<file path="src/rtl/tsf_pkg.sv">
package tsf_pkg;

    localparam int TD_W      = 3;
    localparam int NUM_FLAGS = 5;
    localparam int LEVEL_W   = 3;

    typedef enum logic {
        FMT_Q21 = 1'b0,
        FMT_T13 = 1'b1
    } fmt_e;

    typedef logic [TD_W-1:0]      td_t;
    typedef logic [NUM_FLAGS-1:0] flags_t;
    typedef logic [LEVEL_W-1:0]   level_t;

endpackage

</file>
<file path="src/rtl/tsf_frame_pos.sv">
module tsf_frame_pos #(
    parameter int SLOT_LEN_Q = 21,
    parameter int SLOT_LEN_T = 13,
    parameter int SYNC_LEN   = 24,
    parameter int NUM_SLOTS  = 8,
    parameter int BIT_W      = 5,
    parameter int SLOT_W     = 4,
    parameter int IDX_W      = 3
) (
    input  logic              clk_i,
    input  logic              rst_i,
    input  tsf_pkg::fmt_e     fmt_i,
    input  logic              fsync_i,
    output logic [BIT_W-1:0]  cur_bit_o,
    output logic [IDX_W-1:0]  cur_idx_o,
    output logic              in_data_o,
    output logic              last_data_o
);

    typedef struct packed {
        logic [BIT_W-1:0]  bit_idx;
        logic [SLOT_W-1:0] seg;
    } pos_t;

    pos_t pos_q, pos_d, cur;
    logic [BIT_W-1:0] slot_len;
    logic [BIT_W-1:0] seg_len;
    logic             in_sync;
    logic             at_end;

    always_comb begin
        cur      = fsync_i ? '0 : pos_q;
        slot_len = (fmt_i == tsf_pkg::FMT_T13) ? BIT_W'(SLOT_LEN_T) : BIT_W'(SLOT_LEN_Q);
        in_sync  = (cur.seg >= SLOT_W'(NUM_SLOTS));
        seg_len  = in_sync ? BIT_W'(SYNC_LEN) : slot_len;
        at_end   = (cur.bit_idx >= (seg_len - BIT_W'(1)));

        pos_d = cur;
        if (at_end) begin
            pos_d.bit_idx = '0;
            pos_d.seg     = in_sync ? '0 : (cur.seg + SLOT_W'(1));
        end else begin
            pos_d.bit_idx = cur.bit_idx + BIT_W'(1);
        end

        cur_bit_o   = cur.bit_idx;
        cur_idx_o   = cur.seg[IDX_W-1:0];
        in_data_o   = !in_sync;
        last_data_o = !in_sync && at_end;
    end

    always_ff @(posedge clk_i) begin
        if (rst_i) begin
            pos_q <= '0;
        end else begin
            pos_q <= pos_d;
        end
    end

endmodule

</file>
<file path="src/rtl/tsf_slot_capture.sv">
module tsf_slot_capture #(
    parameter int BIT_W = 5,
    parameter int IDX_W = 3
) (
    input  logic               clk_i,
    input  logic               rst_i,
    input  logic               sdx_i,
    input  logic [BIT_W-1:0]   cur_bit_i,
    input  logic [IDX_W-1:0]   cur_idx_i,
    input  logic               in_data_i,
    input  logic               last_data_i,
    output logic               valid_o,
    output logic [IDX_W-1:0]   slot_o,
    output tsf_pkg::td_t       td_o,
    output tsf_pkg::flags_t    flags_o,
    output logic               sync_err_o,
    output logic               resv_warn_o
);

    localparam int TD_W    = tsf_pkg::TD_W;
    localparam int NFLG    = tsf_pkg::NUM_FLAGS;
    localparam int FLAG_LO = 1 + TD_W;
    localparam int RSV_LO  = FLAG_LO + NFLG;

    typedef struct packed {
        logic            sync_ok;
        tsf_pkg::td_t    td;
        tsf_pkg::flags_t flags;
        logic            resv;
    } acc_t;

    typedef struct packed {
        logic             valid;
        logic [IDX_W-1:0] slot;
        tsf_pkg::td_t     td;
        tsf_pkg::flags_t  flags;
        logic             err;
        logic             warn;
    } out_t;

    acc_t acc_q, acc_d;
    out_t out_q, out_d;

    always_comb begin
        acc_d = acc_q;
        if (in_data_i) begin
            if (cur_bit_i == '0) begin
                acc_d.sync_ok = sdx_i;
                acc_d.td      = '0;
                acc_d.flags   = '0;
                acc_d.resv    = 1'b0;
            end else if (cur_bit_i < BIT_W'(FLAG_LO)) begin
                for (int i = 0; i < TD_W; i++) begin
                    if (cur_bit_i == BIT_W'(i + 1)) begin
                        acc_d.td[TD_W-1-i] = sdx_i;
                    end
                end
            end else if (cur_bit_i < BIT_W'(RSV_LO)) begin
                for (int i = 0; i < NFLG; i++) begin
                    if (cur_bit_i == BIT_W'(FLAG_LO + i)) begin
                        acc_d.flags[i] = sdx_i;
                    end
                end
            end else begin
                acc_d.resv = acc_q.resv | sdx_i;
            end
        end

        out_d       = out_q;
        out_d.valid = last_data_i;
        if (last_data_i) begin
            out_d.slot  = cur_idx_i;
            out_d.td    = acc_d.td;
            out_d.flags = acc_d.flags;
            out_d.err   = !acc_d.sync_ok;
            out_d.warn  = out_q.warn | acc_d.resv;
        end
    end

    always_ff @(posedge clk_i) begin
        if (rst_i) begin
            acc_q <= '0;
            out_q <= '0;
        end else begin
            acc_q <= acc_d;
            out_q <= out_d;
        end
    end

    assign valid_o     = out_q.valid;
    assign slot_o      = out_q.slot;
    assign td_o        = out_q.td;
    assign flags_o     = out_q.flags;
    assign sync_err_o  = out_q.err;
    assign resv_warn_o = out_q.warn;

endmodule

</file>
<file path="src/rtl/tsf_level_map.sv">
module tsf_level_map (
    input  tsf_pkg::td_t    td_i,
    output tsf_pkg::level_t level_o
);

    always_comb begin
        if (td_i[2]) begin
            level_o = 3'b000;
        end else begin
            unique case (td_i[1:0])
                2'b00:   level_o = 3'b101;
                2'b01:   level_o = 3'b111;
                2'b10:   level_o = 3'b011;
                default: level_o = 3'b001;
            endcase
        end
    end

endmodule

</file>
<file path="src/rtl/tsf_rx.sv">
module tsf_rx #(
    parameter int SLOT_LEN_Q = 21,
    parameter int SLOT_LEN_T = 13,
    parameter int SYNC_LEN   = 24,
    parameter int NUM_SLOTS  = 8
) (
    input  logic                         clk_i,
    input  logic                         rst_i,
    input  logic                         mode_i,
    input  logic                         fsync_i,
    input  logic                         sdx_i,
    output logic                         valid_o,
    output logic [$clog2(NUM_SLOTS)-1:0] slot_o,
    output logic [2:0]                   sym_o,
    output logic [4:0]                   flags_o,
    output logic                         sync_err_o,
    output logic                         resv_warn_o
);

    localparam int MAX_SEG = (SYNC_LEN > SLOT_LEN_Q) ?
                             ((SYNC_LEN > SLOT_LEN_T) ? SYNC_LEN : SLOT_LEN_T) :
                             ((SLOT_LEN_Q > SLOT_LEN_T) ? SLOT_LEN_Q : SLOT_LEN_T);
    localparam int BIT_W   = $clog2(MAX_SEG + 1);
    localparam int SLOT_W  = $clog2(NUM_SLOTS + 1);
    localparam int IDX_W   = $clog2(NUM_SLOTS);

    logic [BIT_W-1:0] cur_bit;
    logic [IDX_W-1:0] cur_idx;
    logic             in_data;
    logic             last_data;
    tsf_pkg::td_t     td_q;
    tsf_pkg::fmt_e    fmt;

    assign fmt = tsf_pkg::fmt_e'(mode_i);

    tsf_frame_pos #(
        .SLOT_LEN_Q (SLOT_LEN_Q),
        .SLOT_LEN_T (SLOT_LEN_T),
        .SYNC_LEN   (SYNC_LEN),
        .NUM_SLOTS  (NUM_SLOTS),
        .BIT_W      (BIT_W),
        .SLOT_W     (SLOT_W),
        .IDX_W      (IDX_W)
    ) u_pos (
        .clk_i       (clk_i),
        .rst_i       (rst_i),
        .fmt_i       (fmt),
        .fsync_i     (fsync_i),
        .cur_bit_o   (cur_bit),
        .cur_idx_o   (cur_idx),
        .in_data_o   (in_data),
        .last_data_o (last_data)
    );

    tsf_slot_capture #(
        .BIT_W (BIT_W),
        .IDX_W (IDX_W)
    ) u_cap (
        .clk_i       (clk_i),
        .rst_i       (rst_i),
        .sdx_i       (sdx_i),
        .cur_bit_i   (cur_bit),
        .cur_idx_i   (cur_idx),
        .in_data_i   (in_data),
        .last_data_i (last_data),
        .valid_o     (valid_o),
        .slot_o      (slot_o),
        .td_o        (td_q),
        .flags_o     (flags_o),
        .sync_err_o  (sync_err_o),
        .resv_warn_o (resv_warn_o)
    );

    tsf_level_map u_map (
        .td_i    (td_q),
        .level_o (sym_o)
    );

endmodule

</file>
<file path="config.mk">
export PLATFORM = sky130hd
export DESIGN_NAME = tsf_rx
export DESIGN_NICKNAME = d
export VERILOG_FILES = /design/src/rtl/tsf_pkg.sv /design/src/rtl/tsf_frame_pos.sv /design/src/rtl/tsf_slot_capture.sv /design/src/rtl/tsf_level_map.sv /design/src/rtl/tsf_rx.sv
export SDC_FILE = /design/constraint.sdc
export NUM_CORES = 1
export LEC_CHECK = 0
export BUFFER_PORTS_ARGS = -buffer_cell sky130_fd_sc_hd__buf_2
export CELL_PAD_IN_SITES_DETAIL_PLACEMENT = 0
export CELL_PAD_IN_SITES_GLOBAL_PLACEMENT = 1
export CORE_UTILIZATION = 47
export CTS_CLUSTER_DIAMETER = 80
export CTS_CLUSTER_SIZE = 20
export DETAILED_ROUTE_END_ITERATION = 6
export HOLD_SLACK_MARGIN = 0.06
export PLACE_DENSITY_LB_ADDON = 0.05
export SYNTH_ARGS = -nofsm -noshare
export SYNTH_HDL_FRONTEND = slang
export SYNTH_SLANG_ARGS = --single-unit
</file>
<file path="constraint.sdc">
create_clock -name clk_i -period 6.73 [get_ports clk_i]
set_input_delay 0 -clock clk_i [delete_from_list [all_inputs] [get_ports clk_i]]
set_output_delay 0 -clock clk_i [all_outputs]
set_load 0.005 [all_outputs]
</file>
==> summary.txt <==
Die
  • Core box area: 3661 sq um
  • Die Y-Extent: 63.57 microns
  • Die width: 63.57 microns
  • Initial Utilization: 0.4867
  • FP Rows: 22
  • Total die area: 4041 sq um
  • IO Pins: 19

STA
  • Setup TNS: 0 ns
  • Final hold vios: 0
  • Slew Viols, Final: 0
  • # setup viols final: 0
  • Min Tclk post-route: 2.825 ns
  • Worst Skew: 0.005236 ns
  • RSZ-0062 raised after global routing: false
  • Period utilization: 0.4198
  • Worst slew pin tran: 0.6668 ns
  • Fin worst setup slack: 3.905 ns
  • Achievable frequency: 354.0 MHz
  • Max-slew headroom: 0.5550

Finish
  • Fillers: 335
  • Area grow syn2layout: 9.550%
  • Share of cells above drive strength 1: 0.1935
  • Reg area: 660.6 sq um
  • Multi-input logic area: 1028 sq um
  • Final net count: 229
  • Finished Layout Cells: 265
  • Diodes inserted: 0
  • Final Cell Area: 1952 sq um

Global route
  • Initial antenna violation count: 0
  • GR Overflow Total: 0
  • GRT Resource Usage Total: 0.2266
  • First-pass GRT wire length: 7.051 mm
  • Largest net degree at the start of global routing: 25
  • Vias in the first global route: 1492

Clock tree
  • TritonCTS clock tree: built
  • CTS buffer count: 5
  • Max clock buf depth: 2
  • CTS Root Cell: clkbuf_8
  • Post-CTS Hold Buffers: 0
  • Skew-Pair Late Insertion Delay: 0.29 ns
  • Htree depth: 2
  • Reg clk slew, reported paths: 0.07 ns
  • PostCTS Resize Cnt: 0
  • CTS sink count: 33
  • Post-CTS Setup Bufs: 0

Detailed routing
  • Total Wirelength: 4.035 mm
  • WL per Instance: 15.23 microns
  • Vias per cell: 5.491
  • Drt first pass iters: 4
  • Remaining DRCs: 0
  • Vias: 1455
  • ANT nets after route: 0
  • DRT iter0 DRCs: 183

Min path
  • Hold depth: 2
  • Hold/Removal Path Class: in -> reg

Setup path
  • Critical path peak fanout: 11
  • Startpoint Class: register
  • CP endpoint: u_cap.flags_o[4]$_SDFFE_PP0P_
  • Worst EP arrival: 3.00 ns
  • Crit end category: register
  • Required @ worst endpoint: 6.91 ns
  • Critical R2R Launch: u_pos.pos_q[3]$_SDFF_PP0_
  • FF-to-FF End: u_cap.flags_o[4]$_SDFFE_PP0P_
  • WS Path Type: reg -> reg
  • Worst reg2reg setup slack: 3.90 ns
  • R2r worst-path depth: 8
  • CP startpoint: u_pos.pos_q[3]$_SDFF_PP0_

Synthesis
  • EDFF count, synth: 0
  • Syn nets: 219
  • Post-Syn Instances: 207
  • Cell with the most instances after synthesis: dfxtp_1
  • Syn. warnings: 0
  • Mapped cell area: 1782 sq um
  • Synth cell count leaders: dfxtp_1 (33), nand2_1 (31), nor2_1 (15)
  • Netlist cell types: 46
  • Flops & latches, synth: 33
  • Top post-synthesis cells by area: dfxtp_1 (37%), mux2i_1 (6.7%), nand2_1 (6.5%), ha_1 (4.9%), mux2_2 (3.8%)
  • Seq/Total Area, Yosys: 0.3708
  • Top cell type's share of synthesized area: 0.3708
  • Synth Area per Inst: 8.607 sq um
  • Most used DFF post-synth: dfxtp_1
  • Cell accounting for the most synthesized area: dfxtp_1
  • Ys async rst share: 0

Power
  • Maximum vdd drop: 0.08841 mV
  • Power Density: 191.5 nW/um^2
  • LEAKAGE: 0.7933 nW

Placement
  • Area after DPL: 1866 sq um
  • GP Congestion: 0.9501
  • # port buffers: 18
  • DPL Wire Length: 2.779 mm
  • Inst Count DP: 258
  • DP Worst Slack: 3.945 ns

Outcome
  • Status: complete, no violations

Run
  • Max cap viols: 0
## per-stage QoR
stage	hold WS (ns)	utilization	power, mW
2_1_floorplan	0.1843	-	0.2198
3_3_place_gp	0.3842	0.5096	0.2247
3_5_place_dp	0.3985	0.5096	0.2247
4_1_cts	0.1337	0.5332	0.3762
5_1_grt	0.1647	0.5332	0.3886
6_report	0.1359	0.5332	0.3738
## worst min-delay path by stage
stage | startpoint | endpoint | slack [ns]
finish | fsync_i | u_pos.pos_q[5]$_SDFF_PP0_ | 0.14
global route | fsync_i | u_pos.pos_q[7]$_SDFF_PP0_ | 0.16
CTS | fsync_i | u_pos.pos_q[5]$_SDFF_PP0_ | 0.13
detailed placement | u_cap.valid_o$_SDFF_PP0_ | valid_o | 0.40
global placement | u_cap.valid_o$_SDFF_PP0_ | valid_o | 0.38
floorplan | rst_i | u_cap.flags_o[3]$_SDFFE_PP0P_ | 0.18
## worst max-delay path, cell delays in order, from the launching register on
cell and delay (ns):
dfxtp_1 0.49, nand2b_1 0.25, inv_1 0.35, ha_1 0.30, nand2b_1 0.16, a221o_1 0.32, a22oi_1 0.24, o21a_2 0.26
mux2_2 0.34
## layout by cell type (no fill, tap or decap), types with 2 or more instances in the layout
cell type  instances
a21oi_1            8
mux2_2             6
nor2_1            15
a22oi_1            4
and3_1             4
nand3_1            7
nor2b_1            8
clkbuf_8           6
xor2_1             3
ha_1               7
nor3_1             2
inv_1              7
or3b_1             2
mux2i_1           12
nand2b_1           3
nor4_2             4
and2_1             3
dfxtp_1           33
o21ai_0            5
buf_2             18
o32ai_1            3
nand2_1           31
or3_1              4
## registers in the layout, indices dropped and copies added (netlist names)
signal	flops
u_pos.pos_q	9
u_cap.sync_err_o	1
u_cap.valid_o	1
u_cap.td_o	3
u_cap.resv_warn_o	1
u_cap.acc_q	10
u_cap.slot_o	3
u_cap.flags_o	5
## where the power goes
group / internal [mW] / switching (mW) / leakage [nW]
combinational: 0.00689 / 0.0142 / 0.483
clock: 0.0811 / 0.0722 / 0.0443
sequential: 0.197 / 0.00270 / 0.266
total: 0.285 / 0.0891 / 0.793
## logic make-up after synthesis
| group | after synthesis | share of synthesized area |
|---|---|---|
| AND/OR/NAND/NOR | 90 | 0.2725 |
| buffers and inverters | 22 | 0.05197 |
| flip-flops | 33 | 0.3708 |
| adder cells (fa/ha/maj) | 7 | 0.04916 |
| AO/OA/AOI/OAI | 33 | 0.1306 |
| XOR/XNOR | 4 | 0.01967 |
| multiplexers | 18 | 0.1053 |
## routing by layer
layer  vias to the layer above  wire length [microns]  track usage
li1                        732                      -            -
met1                       689                   1965       0.3007
met2                        29                   1836       0.3590
met3                         5                    174      0.04529
met4                         0                     58      0.08523
met5                         -                      0            0
## cell type report
class,instances,area share
Multi-Input combinational cell,152,0.5269
Sequential cell,33,0.3385
Timing Repair Buffer,18,0.04615
Clock buffer,7,0.04423
Tap cell,48,0.03077
Inverter,7,0.01346
(Power assumes the default switching activity.)
